<file path="config.mk">
export PLATFORM = sky130hd
export DESIGN_NAME = phase_dimmer
export DESIGN_NICKNAME = d
export VERILOG_FILES = /design/src/rtl/pd_pkg.sv /design/src/rtl/pd_tick_gen.sv /design/src/rtl/pd_mains_watchdog.sv /design/src/rtl/pd_channel.sv /design/src/rtl/phase_dimmer.sv
export SDC_FILE = /design/constraint.sdc
export NUM_CORES = 1
export LEC_CHECK = 0
export ABC_AREA = 1
export BUFFER_PORTS_ARGS = -buffer_cell sky130_fd_sc_hd__buf_2
export CAP_MARGIN = 20
export CORE_UTILIZATION = 58
export CTS_BUF_LIST = sky130_fd_sc_hd__clkbuf_4
export DETAILED_ROUTE_END_ITERATION = 8
export HOLD_SLACK_MARGIN = 0.1
export PLACE_DENSITY = 0.82
export SKIP_CTS_REPAIR_TIMING = 1
export SYNTH_ARGS = -nofsm -noshare
export SYNTH_HDL_FRONTEND = slang
export SYNTH_SLANG_ARGS = --single-unit
</file>
<file path="constraint.sdc">
create_clock -name clk -period 5.5 [get_ports clk]
set_input_delay 0.55 -clock clk [delete_from_list [all_inputs] [get_ports clk]]
set_output_delay 0.55 -clock clk [all_outputs]
set_load 0.01 [all_outputs]
</file>
<file path="src/rtl/pd_pkg.sv">
package pd_pkg;
  localparam int LEVEL_W = 8;
  localparam int POS_HALF = 2 ** (LEVEL_W - 1);
  localparam int POS_MAX = 2 ** LEVEL_W - 1;

  typedef logic [LEVEL_W-1:0] level_t;
  typedef enum logic [1:0] {STEP_HOLD, STEP_UP, STEP_DOWN} step_e;

  // Level to firing delay for the two curves.
  function automatic level_t level_to_delay(input level_t lvl, input logic sw);
    level_t d;
    if (sw) d = lvl[LEVEL_W-1] ? level_t'(1) : level_t'(POS_MAX - 1);
    else if (lvl == level_t'(POS_MAX)) d = level_t'(1);
    else d = ~lvl;
    return d;
  endfunction

  // Reload adjustment chosen from the ticks counted in one half-cycle.
  function automatic step_e adapt_step(input level_t count);
    step_e s;
    if (count >= level_t'(POS_HALF) && count != level_t'(POS_MAX)) s = STEP_UP;
    else if (count < level_t'(2)) s = STEP_DOWN;
    else s = STEP_HOLD;
    return s;
  endfunction
endpackage

</file>
<file path="src/rtl/pd_tick_gen.sv">
module pd_tick_gen #(
  parameter int CLK_DIV     = 4,
  parameter int TICK_W      = 8,
  parameter int RELOAD_INIT = 61
) (
  input  logic clk,
  input  logic rst_n,
  input  logic start_i,
  input  logic stop_i,
  input  logic adapt_i,
  output logic tick_o,
  output logic running_o
);
  localparam int PRE_W = (CLK_DIV > 1) ? $clog2(CLK_DIV) : 1;

  logic              running_q;
  logic [TICK_W-1:0] timer_q;
  logic [TICK_W-1:0] reload_q;
  pd_pkg::level_t    pos_q;
  pd_pkg::step_e     step;
  logic              strobe;

  generate
    if (CLK_DIV > 1) begin : g_pre
      logic [PRE_W-1:0] pre_q;
      always_ff @(posedge clk or negedge rst_n) begin
        if (!rst_n) pre_q <= '0;
        else if (!running_q || pre_q == PRE_W'(CLK_DIV - 1)) pre_q <= '0;
        else pre_q <= pre_q + 1'b1;
      end
      assign strobe = running_q && (pre_q == PRE_W'(CLK_DIV - 1));
    end else begin : g_nopre
      assign strobe = running_q;
    end
  endgenerate

  assign step   = pd_pkg::adapt_step(pos_q);
  assign tick_o = strobe && (timer_q == '1);
  assign running_o = running_q;

  always_ff @(posedge clk or negedge rst_n) begin
    if (!rst_n) begin
      running_q <= 1'b0;
      timer_q   <= '0;
      pos_q     <= '0;
      reload_q  <= TICK_W'(RELOAD_INIT);
    end else if (stop_i) begin
      running_q <= 1'b0;
      if (adapt_i && running_q) begin
        case (step)
          pd_pkg::STEP_UP:   reload_q <= reload_q + 1'b1;
          pd_pkg::STEP_DOWN: reload_q <= reload_q - 1'b1;
          default:           reload_q <= reload_q;
        endcase
      end
    end else if (start_i) begin
      running_q <= 1'b1;
      timer_q   <= reload_q;
      pos_q     <= '0;
    end else if (strobe) begin
      if (timer_q == '1) begin
        timer_q <= reload_q;
        pos_q   <= pos_q + 1'b1;
      end else begin
        timer_q <= timer_q + 1'b1;
      end
    end
  end

  // the period is only retuned between half-cycles
  assert_reload_on_edge_R8: assert property (@(posedge clk) disable iff (!rst_n)
    (reload_q != $past(reload_q)) |-> ($past(adapt_i) && $past(running_q)));
endmodule

</file>
<file path="src/rtl/pd_mains_watchdog.sv">
module pd_mains_watchdog #(
  parameter int WD_DIV = 32,
  parameter int WD_W   = 16
) (
  input  logic clk,
  input  logic rst_n,
  input  logic clear_i,
  output logic expire_o,
  output logic fail_o
);
  localparam int PRE_W = (WD_DIV > 1) ? $clog2(WD_DIV) : 1;

  logic [WD_W-1:0] cnt_q;
  logic            fail_q;
  logic            strobe;

  generate
    if (WD_DIV > 1) begin : g_pre
      logic [PRE_W-1:0] pre_q;
      always_ff @(posedge clk or negedge rst_n) begin
        if (!rst_n) pre_q <= '0;
        else if (clear_i || pre_q == PRE_W'(WD_DIV - 1)) pre_q <= '0;
        else pre_q <= pre_q + 1'b1;
      end
      assign strobe = !clear_i && (pre_q == PRE_W'(WD_DIV - 1));
    end else begin : g_nopre
      assign strobe = !clear_i;
    end
  endgenerate

  assign expire_o = strobe && (cnt_q == '1);
  assign fail_o   = fail_q;

  always_ff @(posedge clk or negedge rst_n) begin
    if (!rst_n) begin
      cnt_q  <= '0;
      fail_q <= 1'b0;
    end else if (clear_i) begin
      cnt_q  <= '0;
      fail_q <= 1'b0;
    end else begin
      if (strobe) cnt_q <= cnt_q + 1'b1;
      if (expire_o) fail_q <= 1'b1;
    end
  end

  // the flag only rises on an expiry
  assert_fail_from_expiry_R11: assert property (@(posedge clk) disable iff (!rst_n)
    $rose(fail_q) |-> $past(expire_o));
endmodule

</file>
<file path="src/rtl/pd_channel.sv">
module pd_channel (
  input  logic           clk,
  input  logic           rst_n,
  input  logic           load_i,
  input  logic           release_i,
  input  logic           tick_i,
  input  pd_pkg::level_t delay_i,
  output logic           trig_n_o
);
  pd_pkg::level_t cnt_q;
  logic           trig_q;

  assign trig_n_o = trig_q;

  always_ff @(posedge clk or negedge rst_n) begin
    if (!rst_n) begin
      cnt_q  <= '0;
      trig_q <= 1'b1;
    end else begin
      if (load_i) cnt_q <= delay_i;
      else if (tick_i) cnt_q <= cnt_q - 1'b1;
      if (release_i) trig_q <= 1'b1;
      else if (tick_i && cnt_q == pd_pkg::level_t'(1)) trig_q <= 1'b0;
    end
  end

  // a trigger only fires on a tick
  assert_fire_on_tick_R3: assert property (@(posedge clk) disable iff (!rst_n)
    $fell(trig_q) |-> $past(tick_i));
  // the countdown only moves by load or tick
  assert_count_moves_R5: assert property (@(posedge clk) disable iff (!rst_n)
    (cnt_q != $past(cnt_q)) |-> ($past(load_i) || $past(tick_i)));
endmodule

</file>
<file path="src/rtl/phase_dimmer.sv">
module phase_dimmer #(
  parameter int CHANNELS    = 4,
  parameter int CLK_DIV     = 4,
  parameter int TICK_W      = 8,
  parameter int RELOAD_INIT = 61,
  parameter int WD_DIV      = 32,
  parameter int WD_W        = 16
) (
  input  logic                                 clk,
  input  logic                                 rst_n,
  input  logic                                 zc_in,
  input  logic                                 mode_switch,
  input  logic [CHANNELS*pd_pkg::LEVEL_W-1:0]  levels_i,
  output logic [CHANNELS-1:0]                  trig_n_o,
  output logic                                 mains_fail_o
);
  localparam int LW = pd_pkg::LEVEL_W;

  logic zc_meta_q, zc_sync_q, zc_prev_q;
  logic fall_ev, rise_ev;
  logic fail_ev, mains_fail;
  logic tick, running;

  always_ff @(posedge clk or negedge rst_n) begin
    if (!rst_n) begin
      zc_meta_q <= 1'b0;
      zc_sync_q <= 1'b0;
      zc_prev_q <= 1'b0;
    end else begin
      zc_meta_q <= zc_in;
      zc_sync_q <= zc_meta_q;
      zc_prev_q <= zc_sync_q;
    end
  end

  assign fall_ev = zc_prev_q && !zc_sync_q;
  assign rise_ev = !zc_prev_q && zc_sync_q;

  pd_mains_watchdog #(.WD_DIV(WD_DIV), .WD_W(WD_W)) u_wd (
    .clk(clk), .rst_n(rst_n), .clear_i(fall_ev),
    .expire_o(fail_ev), .fail_o(mains_fail)
  );

  pd_tick_gen #(.CLK_DIV(CLK_DIV), .TICK_W(TICK_W), .RELOAD_INIT(RELOAD_INIT)) u_tick (
    .clk(clk), .rst_n(rst_n), .start_i(fall_ev), .stop_i(rise_ev || fail_ev),
    .adapt_i(rise_ev), .tick_o(tick), .running_o(running)
  );

  generate
    for (genvar c = 0; c < CHANNELS; c++) begin : g_ch
      pd_pkg::level_t delay;
      assign delay = pd_pkg::level_to_delay(levels_i[c*LW +: LW], mode_switch);
      pd_channel u_ch (
        .clk(clk), .rst_n(rst_n), .load_i(rise_ev), .release_i(rise_ev || fail_ev),
        .tick_i(tick), .delay_i(delay), .trig_n_o(trig_n_o[c])
      );
    end
  endgenerate

  assign mains_fail_o = mains_fail;

  // the zero-cross rise releases every trigger
  assert_release_on_rise_R4: assert property (@(posedge clk) disable iff (!rst_n)
    rise_ev |=> (&trig_n_o));
  // no trigger is active while mains has failed
  assert_fail_outputs_off_R11: assert property (@(posedge clk) disable iff (!rst_n)
    mains_fail |-> (&trig_n_o && !running));
  // a falling edge clears the failure
  assert_fall_clears_fail_R12: assert property (@(posedge clk) disable iff (!rst_n)
    fall_ev |=> !mains_fail);
  // ticks only occur inside a timed half-cycle
  assert_tick_inside_R2: assert property (@(posedge clk) disable iff (!rst_n)
    tick |-> (!zc_prev_q && !mains_fail));
endmodule

</file>
==> flow_metrics.tcl <==
set metrics [dict create \
    clock_skew_ps 11.9 \
    fmax_mhz 393 \
    cellLeakagePower_nw 2.89 \
    maxSlewViolCount 0 \
    worstHoldPathType "in2reg" \
    mostFrequentLayoutCell "nand2_1" \
    synth.area.top_cells "dfrtp_1 36%, nand2_1 14%, nand3_1 6.6%, o21ai_0 6.5%, nor2_1 5.5%" \
    clock-sinks 88 \
    finalSetupViolCount 0 \
    insertion_delay_ps 440 \
    initial_core_util_pct 60.1 \
    path_class "reg2reg" \
    cp.arrival_ps 2930 \
    fin_tns_setup_ps 0 \
    synth-edff-count 0 \
    ys_dominant_reg_cell "dfrtp_1" \
    vias 5061 \
    fp-row-count 35 \
    worstPathRequired_ps 5880 \
    grt_antenna_before_repair 0 \
    core_area_mm2 0.00924 \
    status "finished, final reports clean" \
    synthToLayoutAreaGrowth_pct 6.04 \
    num_io_pins 41 \
    holdWs_ps 217 \
    max_stage_delay_ps 630 \
    fin_crit_sh_pct 46.2 \
    grt_pass1_vias 4805 \
    dieWidth_um 99.8 \
    num-nets-final 845 \
    yosysSeqAreaShare_pct 39.9 \
    cp-end-kind "flip-flop" \
    grt_max_degree 65 \
    drc 0 \
    ctsRootBufferMaster "clkbuf_4" \
    critPathMaxFanout 12 \
    numCtsBuffers 9 \
    cap_violations 0 \
    max-slew-margin-rel_pct 43.5 \
    final_area_mm2 0.00589 \
    worst_ir_drop_vdd_v 0.000188 \
    synthesis.nets 814 \
    stdcell_count 921 \
    cpMaxStageDelayCell "nor2_1" \
    cts_tree "done" \
    synth.distinct_cells 45 \
    cts.clk_slew.worst_paths_ps 120 \
    ant_nets 0 \
    syn_avg_cell_area_um2 7.33 \
    cpMostUsedCell "nand2_1" \
    synth_top_area_share_pct 35.6 \
    dieArea_mm2 0.00997 \
    dieHeight_um 99.8 \
    firstDrtPassIters 5 \
    hpwl_mm 8.89 \
    wl_mm 12.1 \
    dpl.cell_count 905 \
    track_usage_pct 26.4 \
    routed_via_density 5.50 \
    fin_crit_ps 2540 \
    antenna_cells 0 \
    grt_overflow_total 0 \
    grt_pass1_wl_mm 21.1 \
    seq_area_mm2 0.00221 \
    async_flop_share_pct 100 \
    gp_congestion 0.891 \
    r2r_slack_ps 2960 \
    drive_gt1_share_pct 10.7 \
    tightest_slew_ps 844 \
    place_area_mm2 0.00577 \
    avgRoutedWirePerCell_um 13.2 \
    hold_viol 0 \
    final_cell_mix "206 x nand2_1, 81 x nor2_1, 79 x dfrtp_1" \
    setup.worst_path.start_class "flip-flop" \
    synth_seq_cells 88 \
    drt_iter0_drc 244 \
    syn-cell-area_mm2 0.00555 \
    clockBufferDepth 2 \
    io_buffers 40 \
    cp_cell_sequence "ha_1 -> nand2_1 -> nor2_1 -> ha_1 -> nand2_1 -> inv_2 -> nand2_1 -> nor2_1 -> nor2_1 -> buf_4 -> nand4_1 -> nand2_1" \
    multiInputGateArea_mm2 0.00287 \
    cts_max_level 3 \
    netlist_instances 757 \
    total_power_mw 2.00 \
    rsz0062_at_grt "no" \
    n_fill_cell 848 \
    yosysTopAreaCell "dfrtp_1" \
    power.density_mw_per_mm2 341 \
    yosysWarnings 0 \
]
-- layout make-up --
cell class	instances	area share, %
clock inverter	3	0.213
inverter	83	5.29
multi-input combinational	563	48.8
sequential	88	37.6
timing repair buffer	43	3.87
clock buffer	12	1.53
tap	129	2.74
-- path summary, 6_finish.rpt --
kind                                               start                                 to  cells past startpoint
min in group asynchronous                          rst_n      u_tick.timer_q[4]$_DFFE_PN0P_                      2
max in group asynchronous                          rst_n  g_ch[1].u_ch.cnt_q[0]$_DFFE_PN0P_                      3
setup / recovery           u_wd.g_pre.pre_q[0]$_DFF_PN0_        u_tick.pos_q[1]$_DFFE_PN0P_                     12
hold reg to reg                      zc_meta_q$_DFF_PN0_                zc_sync_q$_DFF_PN0_                      0
setup reg to reg           u_wd.g_pre.pre_q[0]$_DFF_PN0_        u_tick.pos_q[1]$_DFFE_PN0P_                     12
hold / removal                                     zc_in                zc_meta_q$_DFF_PN0_                      1
-- logic make-up after synthesis --
group / Yosys count / share of synthesized area, %
adders and majority gates: 21 / 4.87
buffers and inverters: 106 / 8.43
AOI/OAI and AO/OA: 120 / 12.1
xor gates and xnor gates: 14 / 2.21
and+or+nand+nor: 408 / 32.5
DFF: 88 / 39.9
-- worst max-delay path: cells and delay by family (launching register included) --
kind                       cells  cell delay [ps]
buffers and inverters          2              370
adders and majority gates      2              510
DFF                            1              420
and+or+nand+nor                8             1180
-- power by group --
group | internal, mW | total, mW | switching [mW]
Combinational | 0.302 | 0.773 | 0.471
Clock | 0.103 | 0.310 | 0.207
Sequential | 0.788 | 0.921 | 0.134
Total | 1.19 | 2.00 | 0.812
-- cell usage after synthesis (2+ instances only) --
library cell	count
ha_1	20
o211ai_1	3
clkbuf_1	2
a21oi_1	20
nand4_4	2
nand4_1	21
o22ai_1	2
dfstp_2	9
xor2_1	11
o31ai_1	3
buf_4	8
nand2_1	206
buf_2	7
o21a_1	3
nor2_1	81
nor2_4	2
buf_6	4
nand3_1	73
o21ai_1	8
inv_1	78
nand3b_1	2
nor3_1	9
o21ai_0	72
nand2_4	3
a22oi_1	2
nor3b_1	2
or2_2	2
inv_2	5
dfrtp_1	79
xnor2_1	3
-- metal layers --
metal / wire [µm] / global-route usage, % / vias to the layer above / share of wire (%)
met5: 0 / 0 / - / 0
met2: 6160 / 47.1 / 110 / 51
met1: 5320 / 32.3 / 2391 / 44
li1: - / - / 2540 / -
met3: 486 / 5.08 / 20 / 4.0
met4: 181 / 8.48 / 0 / 1.5
-- per-stage QoR --
step / util [%] / setup WS (ps)
final: 63.7 / 2960
after global routing: 63.7 / 2740
after CTS: 63.6 / 2960
after detailed placement: 62.5 / 2980
after global placement: 62.5 / 3060
after floorplan: - / 3540
-- sequential cells by signal, summed over array words and instances, names as in the netlist --
name and count:
u_wd.fail_o 1, u_tick.timer_q 8, u_tick.running_o 1, g_ch.u_ch.trig_n_o 4
zc_sync_q 1, u_wd.g_pre.pre_q 5, g_ch.u_ch.cnt_q 32, u_wd.cnt_q 16
zc_meta_q 1, u_tick.reload_q 8, u_tick.g_pre.pre_q 2, zc_prev_q 1
u_tick.pos_q 8
(Power assumes the default switching activity.)
